## config.mk

```make
export PLATFORM = sky130hd
export DESIGN_NAME = spi_xfer_gate
export DESIGN_NICKNAME = d
export VERILOG_FILES = /design/src/rtl/spi_gate_pkg.sv /design/src/rtl/spi_gate_lane_chk.sv /design/src/rtl/spi_gate_mode_chk.sv /design/src/rtl/spi_gate_limit_chk.sv /design/src/rtl/spi_xfer_gate.sv
export SDC_FILE = /design/constraint.sdc
export NUM_CORES = 1
export LEC_CHECK = 0
export BUFFER_PORTS_ARGS = -buffer_cell sky130_fd_sc_hd__buf_4
export CAP_MARGIN = 30
export CORE_AREA = 3 3 167 169
export DETAILED_ROUTE_END_ITERATION = 16
export DIE_AREA = 0 0 170 172
export PLACE_DENSITY_LB_ADDON = 0.05
export RECOVER_POWER = 25
export SLEW_MARGIN = 20
export SYNTH_ARGS = -nofsm -noshare
export SYNTH_HDL_FRONTEND = slang
export SYNTH_HIERARCHICAL = 1
export SYNTH_SLANG_ARGS = --single-unit
export TNS_END_PERCENT = 1
```

## constraint.sdc

```tcl
create_clock -name clk -period 6.65 [get_ports clk]
set_input_delay 0.665 -clock clk [delete_from_list [all_inputs] [get_ports clk]]
set_output_delay 0.665 -clock clk [all_outputs]
set_load 0.01 [all_outputs]
```

## src/rtl/spi_gate_pkg.sv

```systemverilog
package spi_gate_pkg;

    localparam int FIELD_W    = 8;
    localparam int WORD_W     = 32;
    localparam int LANE_SEL_W = 3;
    localparam int MAX_BPW    = 32;
    localparam int CAP_MODE_W = 7;
    localparam int REQ_MODE_W = 5;
    localparam int N_LIMITS   = 5;

    // request mode bit positions
    localparam int RM_PHASE  = 0;
    localparam int RM_POL    = 1;
    localparam int RM_CSHIGH = 2;
    localparam int RM_LSB    = 3;
    localparam int RM_LOOP   = 4;

    // capability mode bit positions
    localparam int CM_PHASE_LO = 0;
    localparam int CM_POL_LO   = 2;
    localparam int CM_CSHIGH   = 4;
    localparam int CM_LSB      = 5;
    localparam int CM_LOOP     = 6;

    typedef enum logic [1:0] {
        RES_OK        = 2'd0,
        RES_PARAM_ERR = 2'd1,
        RES_XFER_ERR  = 2'd2
    } res_code_e;

    typedef struct packed {
        logic      ready;
        logic      res_valid;
        res_code_e res_code;
    } gate_state_t;

endpackage

```

## src/rtl/spi_gate_lane_chk.sv

```systemverilog
module spi_gate_lane_chk #(
    parameter int FIELD_W = 8,
    parameter int MASK_W  = 3
) (
    input  logic [FIELD_W-1:0] lanes,
    input  logic [MASK_W-1:0]  sup_mask,
    output logic               fault
);

    always_comb begin
        fault = 1'b1;
        if (lanes <= FIELD_W'(1)) begin
            fault = 1'b0;
        end
        for (int k = 0; k < MASK_W; k++) begin
            if (lanes == FIELD_W'(32'd2 << k)) begin
                fault = !sup_mask[k];
            end
        end
    end

endmodule

```

## src/rtl/spi_gate_mode_chk.sv

```systemverilog
module spi_gate_mode_chk
    import spi_gate_pkg::*;
(
    input  logic [CAP_MODE_W-1:0] cap_mode,
    input  logic [REQ_MODE_W-1:0] req_mode,
    output logic                  cap_broken,
    output logic                  fault
);

    logic [1:0] phase_sup;
    logic [1:0] pol_sup;
    logic       phase_bad;
    logic       pol_bad;
    logic       feat_bad;

    assign phase_sup = cap_mode[CM_PHASE_LO +: 2];
    assign pol_sup   = cap_mode[CM_POL_LO +: 2];

    // 00 both, 01 only zero, 10 only one, 11 invalid capability
    function automatic logic excl_bad(input logic [1:0] sup, input logic want);
        case (sup)
            2'b01:   excl_bad = want;
            2'b10:   excl_bad = !want;
            2'b11:   excl_bad = 1'b1;
            default: excl_bad = 1'b0;
        endcase
    endfunction

    always_comb begin
        cap_broken = (phase_sup == 2'b11) || (pol_sup == 2'b11);
        phase_bad  = excl_bad(phase_sup, req_mode[RM_PHASE]);
        pol_bad    = excl_bad(pol_sup, req_mode[RM_POL]);
        feat_bad   = (req_mode[RM_CSHIGH] && !cap_mode[CM_CSHIGH])
                  || (req_mode[RM_LSB]    && !cap_mode[CM_LSB])
                  || (req_mode[RM_LOOP]   && !cap_mode[CM_LOOP]);
        fault      = cap_broken || phase_bad || pol_bad || feat_bad;
    end

endmodule

```

## src/rtl/spi_gate_limit_chk.sv

```systemverilog
module spi_gate_limit_chk #(
    parameter int  W              = 32,
    parameter bit  ZERO_UNLIMITED = 1'b0
) (
    input  logic [W-1:0] ceiling,
    input  logic [W-1:0] request,
    output logic         fault
);

    generate
        if (ZERO_UNLIMITED) begin : g_open
            assign fault = (ceiling != '0) && (request > ceiling);
        end else begin : g_closed
            // a zero ceiling rejects any nonzero request
            assign fault = request > ceiling;
        end
    endgenerate

endmodule

```

## src/rtl/spi_xfer_gate.sv

```systemverilog
module spi_xfer_gate
    import spi_gate_pkg::*;
(
    input  logic                  clk,
    input  logic                  rst_n,
    input  logic [FIELD_W-1:0]    cap_cs_count,
    input  logic                  cap_cs_toggle_off,
    input  logic [LANE_SEL_W-1:0] cap_tx_lanes,
    input  logic [LANE_SEL_W-1:0] cap_rx_lanes,
    input  logic [WORD_W-1:0]     cap_bpw_mask,
    input  logic [CAP_MODE_W-1:0] cap_mode_sup,
    input  logic [WORD_W-1:0]     cap_max_freq,
    input  logic [WORD_W-1:0]     cap_max_word_dly,
    input  logic [WORD_W-1:0]     cap_max_setup,
    input  logic [WORD_W-1:0]     cap_max_hold,
    input  logic [WORD_W-1:0]     cap_max_inact,
    input  logic                  req_valid,
    output logic                  req_ready,
    input  logic [FIELD_W-1:0]    req_cs,
    input  logic [FIELD_W-1:0]    req_bpw,
    input  logic [FIELD_W-1:0]    req_cs_change,
    input  logic [FIELD_W-1:0]    req_tx_lanes,
    input  logic [FIELD_W-1:0]    req_rx_lanes,
    input  logic [REQ_MODE_W-1:0] req_mode,
    input  logic [WORD_W-1:0]     req_freq,
    input  logic [WORD_W-1:0]     req_word_dly,
    input  logic [WORD_W-1:0]     req_setup,
    input  logic [WORD_W-1:0]     req_hold,
    input  logic [WORD_W-1:0]     req_inact,
    output logic                  res_valid,
    output logic [1:0]            res_code
);

    gate_state_t st_d, st_q;

    logic cs_bad, bpw_bad, toggle_bad;
    logic tx_bad, rx_bad, mode_bad, cap_broken;
    logic any_bad;
    logic [WORD_W-1:0]   bpw_sel;
    logic [WORD_W-1:0]   lim_ceil [N_LIMITS];
    logic [WORD_W-1:0]   lim_req  [N_LIMITS];
    logic [N_LIMITS-1:0] lim_bad;

    // lanes, transmit then receive
    spi_gate_lane_chk #(.FIELD_W(FIELD_W), .MASK_W(LANE_SEL_W)) u_tx_lane (
        .lanes    (req_tx_lanes),
        .sup_mask (cap_tx_lanes),
        .fault    (tx_bad)
    );

    spi_gate_lane_chk #(.FIELD_W(FIELD_W), .MASK_W(LANE_SEL_W)) u_rx_lane (
        .lanes    (req_rx_lanes),
        .sup_mask (cap_rx_lanes),
        .fault    (rx_bad)
    );

    spi_gate_mode_chk u_mode (
        .cap_mode   (cap_mode_sup),
        .req_mode   (req_mode),
        .cap_broken (cap_broken),
        .fault      (mode_bad)
    );

    // slot 0 is the frequency (zero = unlimited), the rest are delays
    assign lim_ceil[0] = cap_max_freq;     assign lim_req[0] = req_freq;
    assign lim_ceil[1] = cap_max_word_dly; assign lim_req[1] = req_word_dly;
    assign lim_ceil[2] = cap_max_setup;    assign lim_req[2] = req_setup;
    assign lim_ceil[3] = cap_max_hold;     assign lim_req[3] = req_hold;
    assign lim_ceil[4] = cap_max_inact;    assign lim_req[4] = req_inact;

    generate
        for (genvar g = 0; g < N_LIMITS; g++) begin : g_lim
            spi_gate_limit_chk #(.W(WORD_W), .ZERO_UNLIMITED(g == 0)) u_lim (
                .ceiling (lim_ceil[g]),
                .request (lim_req[g]),
                .fault   (lim_bad[g])
            );
        end
    endgenerate

    always_comb begin
        cs_bad     = req_cs >= cap_cs_count;
        toggle_bad = cap_cs_toggle_off && (req_cs_change != '0);
        bpw_sel    = cap_bpw_mask >> (WORD_W'(req_bpw) - WORD_W'(1));
        bpw_bad    = (req_bpw == '0) || (req_bpw > FIELD_W'(MAX_BPW))
                  || ((cap_bpw_mask != '0) && !bpw_sel[0]);
        any_bad    = cs_bad || bpw_bad || toggle_bad || tx_bad || rx_bad
                  || mode_bad || cap_broken || (|lim_bad);

        st_d           = st_q;
        st_d.ready     = 1'b1;
        st_d.res_valid = req_valid && st_q.ready;
        if (req_valid && st_q.ready) begin
            st_d.res_code = any_bad ? RES_PARAM_ERR : RES_OK;
        end
    end

    always_ff @(posedge clk) begin
        if (!rst_n) begin
            st_q <= '{ready: 1'b0, res_valid: 1'b0, res_code: RES_OK};
        end else begin
            st_q <= st_d;
        end
    end

    assign req_ready = st_q.ready;
    assign res_valid = st_q.res_valid;
    assign res_code  = st_q.res_code;

endmodule

```

# Word-level counts from Yosys, hierarchy flattened
# Index checks and enable logic that the tools add are counted.
# totals
register_bits	4
latch_bits	0
ram_bits	0
rom_bits	0
inputBits	422
elab_cells	78
n_memories	0
# classes
add_sub_neg	1
n_mul	0
div_mod_pow	0
magnitude_cmp	9
eq_ne	12
shift	1
muxes	13
bitwise_logic	0
n_reduce_logical	39
# op_table
cell	count
$gt A32 B32 Y1	5
$reduce_bool A32 Y1	2
$shr A32 B32 Y1	1
$eq A8 B2 Y1 const B	2
$eq A8 B3 Y1 const B	2
$eq A8 B4 Y1 const B	2
$le A8 B1 Y1 const B	2
$logic_or A1 B1 Y1	15
$logic_not A1 Y1	12
$mux W1	9
$sub A8 B1 Y9 const B	1
$eq A2 B2 Y1 const B	4
$ge A8 B8 Y1	1
$gt A8 B6 Y1 const B	1
$logic_not A8 Y1	1
$reduce_bool A8 Y1	1
$logic_and A1 B1 Y1	7
$pmux W1 S3	2
$reduce_or A5 Y1	1
$eq A2 B1 Y1 const B	2
$mux W4	1
$mux W2	1

# Depth between registers and ports, before layout
# logic_depth
depth_word	15
ltp_mapped	12
mapped_depth_nobuf	12

# Modules after synthesis
# Netlist, hierarchy kept.
# by_module_without_submodules
mod	instances	cells_per_inst	area_per_inst_um2	seq_area_each_um2
spi_gate_limit_chk at g_lim[1].u_lim ...	4	112	805.8	0.0
spi_xfer_gate	1	101	912.1	60.1
spi_gate_limit_chk at g_lim[0].u_lim	1	125	887.1	0.0
spi_gate_lane_chk	2	7	46.3	0.0
spi_gate_mode_chk	1	8	55.1	0.0

# Least setup slack after synthesis
# No wires, ideal clock.
# synth_timing
path_type	in2reg
startpoint	in cap_max_setup[17]
endpoint	reg st_q, in the netlist res_code[0]
setup_time_ps	116
arrival_ps	2796
required_time_ps	6534
setup_slack_ps	3738
cell_stages	12
path_buffers	0
cell_sequence	inv_1 -> ha_1 -> a21oi_1 -> o21ai_1 -> a221o_1 -> a2111oi_2 -> a21oi_1 -> nor4_1 -> nand2_1 -> a311oi_1 -> o2111ai_1 -> o211a_1
# synth_between
elab_chain_len	4
# synth_lines
item	line	rtl
start, declared	spi_xfer_gate.sv:14	input logic [WORD_W-1:0] cap_max_setup,
$gt A32 B32 Y1	spi_gate_limit_chk.sv:15	assign fault = request > ceiling;
net lim_bad[2]	spi_xfer_gate.sv:42	logic [N_LIMITS-1:0] lim_bad;
$reduce_or A5 Y1	spi_xfer_gate.sv:88	|| mode_bad || cap_broken || (|lim_bad);
$logic_or A1 B1 Y1	spi_xfer_gate.sv:88	
$mux W1	spi_xfer_gate.sv:94	st_d.res_code = any_bad ? RES_PARAM_ERR : RES_OK;
end signal, assigned	spi_xfer_gate.sv:100	st_q <= '{ready: 1'b0, res_valid: 1'b0, res_code: RES_OK};
end signal, assigned	spi_xfer_gate.sv:102	st_q <= st_d;
end, declared	spi_xfer_gate.sv:34	gate_state_t st_d, st_q;
# The timed path passes the listed nets, and every way through them passes these cells.
# A chain may end at the register's enable or synchronous reset.

# Worst setup path after layout
# layout_timing
startpoint	in cap_max_word_dly[17]
endpoint	reg st_q, in the netlist res_code[0]
# layout_between
elab_chain_len	4
# layout_lines
item	line	rtl
start, declared	spi_xfer_gate.sv:13	input logic [WORD_W-1:0] cap_max_word_dly,
$gt A32 B32 Y1	spi_gate_limit_chk.sv:15	
net lim_bad[1]	spi_xfer_gate.sv:42	
$reduce_or A5 Y1	spi_xfer_gate.sv:88	
$logic_or A1 B1 Y1	spi_xfer_gate.sv:88	
$mux W1	spi_xfer_gate.sv:94	
# The timed path passes the listed nets, and every way through them passes these cells.

==> results.yml <==
outcome:
  outcome: "completed"
critical_path:
  cpPeakStageDelay_ns: 0.40
  cp-end-kind: "register"
  path_max_fanout: 2
  path_class: "in -> reg"
  r2r-end: "res_code[0]$_SDFFE_PN0P_"
  path_cells: "buf_4, inv_1, ha_1, a21oi_1, o21ai_1, a221o_1, a2111oi_2, a21oi_1, nor4_1, nand2_1, a311oi_1, o2111ai_1, o211a_1"
  timing.critical_path.max_delay_family: "compound AO/OA/AOI/OAI gates"
  worstReg2RegStart: "req_ready$_DFF_P_"
  path_buf_inv: 2
  reg2reg_depth: 6
  critPathLaunchType: "input port"
  crit_slowest_cell: "a2111oi_2"
  worstPathArrival_ns: 3.40
  crit_top_cell: "a21oi_1"
  rrSetupSlack_ns: 5.29
  critPathRequiredTime_ns: 6.76
synth:
  synth_edf_count: 0
  ys_types: 51
  syn_area_sq_um: 5170
  synthArstFlopShare_pct: 0
  synth-seq-area-share_pct: 1.162
  synthMuxAreaShare_pct: 4.380
  synth_compound_gate_area_share_pct: 19.60
  synth_seq_cells: 3
  synth_nets: 1288
  synth_flop_cell: "dfxtp_1"
  synth_simple_gate_area_share_pct: 19.63
  syn_avg_cell_area_sq_um: 7.428
  yosysWarnings: 6
  syn_inst: 696
  yosysTopAreaCell: "ha_1"
  synth_top_family_by_area: "adder cells"
  synthTopCellsByArea: "ha_1, inv_1, a21oi_1, nand4_1, mux4_1"
  synth_xor_area_share_pct: 0.5082
  synthAdderAreaFrac_pct: 41.14
  synth_top_area_share_pct: 41.14
global_route:
  grt_usage_pct: 14.42
  grt_pass1_vias: 6680
  grt_max_degree: 14
  grt_pass1_wl_microns: 33790
  antenna_found_initial: 1
  grt.overflow.total: 0
hold_path:
  worstHoldPathType: "reg -> reg"
  min_to: "res_valid$_SDFF_PN0_"
  hold_path.startpoint: "req_ready$_DFF_P_"
  holdPathStages: 1
clock_network:
  insertion_delay_ns: 0.22
  path_clk_slew_ns: 0.03
  cts_root_buf: "clkbuf_16"
  cts_made_buffers: 3
  cts_tree: "yes"
  clock_path_buffers: 2
  htree_levels: 1
  postCtsSetupBuffers: 0
  post_cts_resized: 0
  cts_sinks: 3
  postCtsHoldBufs: 0
sta:
  rsz0062_at_grt: "no"
  timing.setup.tns_ns: 0
  slew_headroom_pct: 60.22
  hold_violations: 0
  worst_pin_slew_ns: 0.5887
  post-route-period-util_pct: 49.54
  period_minus_slack_ns: 3.294
  final-setup-viol-count: 0
  fin_worst_skew_ns: 0.001392
  final_max_slew_viol_count: 0
  timing.fmax_mhz: 303.5
  fin_hold_ws_ns: 0.4942
place:
  numPortBuffers: 424
  placed_cells_incl_taps: 1457
  hpwlAfterDp_microns: 21860
  gp_congestion: 0.7964
detailed_routing:
  vias_per_cell: 4.389
  wirelength_microns: 22780
  postRouteAntennaNets: 0
  drt_iter0_markers: 129
  drc: 0
  wl_per_cell_microns: 15.57
  firstDrtPassIters: 4
  vias: 6421
power:
  leakagePower_nw: 5.063
  peakVddDrop_v: 0.00008762
  power_density_nw_per_um2: 65.35
floorplan:
  die-area_sq_um: 29240
  design.core.area_sq_um: 26730
  die_width_microns: 170
  initial_core_util_pct: 19.34
  die-height_microns: 172
  io_pins: 426
  row_count: 60
layout:
  nNetsFinal: 1713
  final_layout_size_suffix_gt1_share_pct: 39.02
  final_cell_mix: "buf_4, inv_1, ha_1, a21oi_1"
  areaGrowthSynthToFinish_pct: 70.72
  final_common_cell: "buf_4"
  final_cells: 1463
flow_run:
  cap_violations: 0
[Yosys cell counts, drive strengths merged, types with 4 or more instances]
| master | number |
|---|---|
| and4 | 8 |
| a21boi | 8 |
| o211ai | 5 |
| o21ai | 14 |
| nand2 | 34 |
| nor2b | 5 |
| buf | 4 |
| a21oi | 69 |
| inv | 177 |
| nand3 | 25 |
| a2111oi | 5 |
| nand4 | 34 |
| nor2 | 20 |
| nor4bb | 5 |
| ha | 170 |
| o31ai | 6 |
| nor4 | 26 |
| mux4 | 8 |
| nand2b | 8 |
| and3 | 4 |
| a21o | 13 |
| a221o | 9 |
| a211oi | 9 |
[logic make-up (layout without fill, tap and decap cells)]
group	count (synthesis)	after routing
muxes	10	10
AOI/OAI and AO/OA	150	150
adders and majority gates	170	170
xor gates and xnor gates	3	3
and+or+nand+nor	178	178
buffers and inverters	181	605
other	1	3
DFF	3	3
[where the power goes]
part | total (W) | switching (W) | leakage (nW) | internal [W]
clock network | 0.0000946 | 0.0000155 | 0.0382 | 0.0000790
registers | 0.0000196 | 0.000000457 | 0.0249 | 0.0000191
logic | 0.000463 | 0.000185 | 5.00 | 0.000278
total | 0.000577 | 0.000201 | 5.06 | 0.000376
[area by class of cell]
cell class	instances	area (sq um)
clock buffers	4	78.83
multi-input cells	512	4412
fillers	2949	17900
well taps	341	426.7
repair buffers	424	3179
inverters	177	664.4
flip-flops and latches	3	60.06
diodes	2	5.005
[flip-flops by register name, summed over array words and instances (netlist names)]
register / flops
req_ready: 1
res_code: 1
res_valid: 1
[worst reg2reg max path, stage by stage, from the launching register on]
cell and delay, ns:
dfxtp_1 0.33, nand2_1 0.08, a21oi_1 0.16, nand3_1 0.09
a311oi_1 0.21, o2111ai_1 0.15, o211a_1 0.23
[worst max path at each step]
stage | from | end | cells past startpoint
detailed placement | cap_max_word_dly[17] | res_code[0]$_SDFFE_PN0P_ | 13
global route | cap_max_word_dly[17] | res_code[0]$_SDFFE_PN0P_ | 13
floorplan | cap_max_setup[17] | res_code[0]$_SDFFE_PN0P_ | 12
CTS | cap_max_word_dly[17] | res_code[0]$_SDFFE_PN0P_ | 13
global placement | cap_max_word_dly[17] | res_code[0]$_SDFFE_PN0P_ | 13
finish | cap_max_word_dly[17] | res_code[0]$_SDFFE_PN0P_ | 13
[metrics by stage]
step / total power [W] / instance area [sq um] / worst slack, ns / util (%)
final: 0.0005768 / 8826 / 3.356 / 33.02
after global routing: 0.0006476 / 8823 / 3.137 / 33.02
after CTS: 0.0005882 / 8825 / 3.234 / 33.02
after detailed placement: 0.0004904 / 8746 / 3.007 / 32.72
after global placement: 0.0004901 / 8746 / 3.098 / 32.72
after floorplan: 0.0002297 / 5170 / 3.738 / -
[layer usage]
metal	share of wire (%)	track usage, %	vias to the layer above
li1	-	-	3378
met1	38	15.84	2779
met2	53	28.79	252
met3	7.9	2.949	12
met4	1.4	2.399	0
met5	0	0	-
Power figures use the tool's default switching activity.
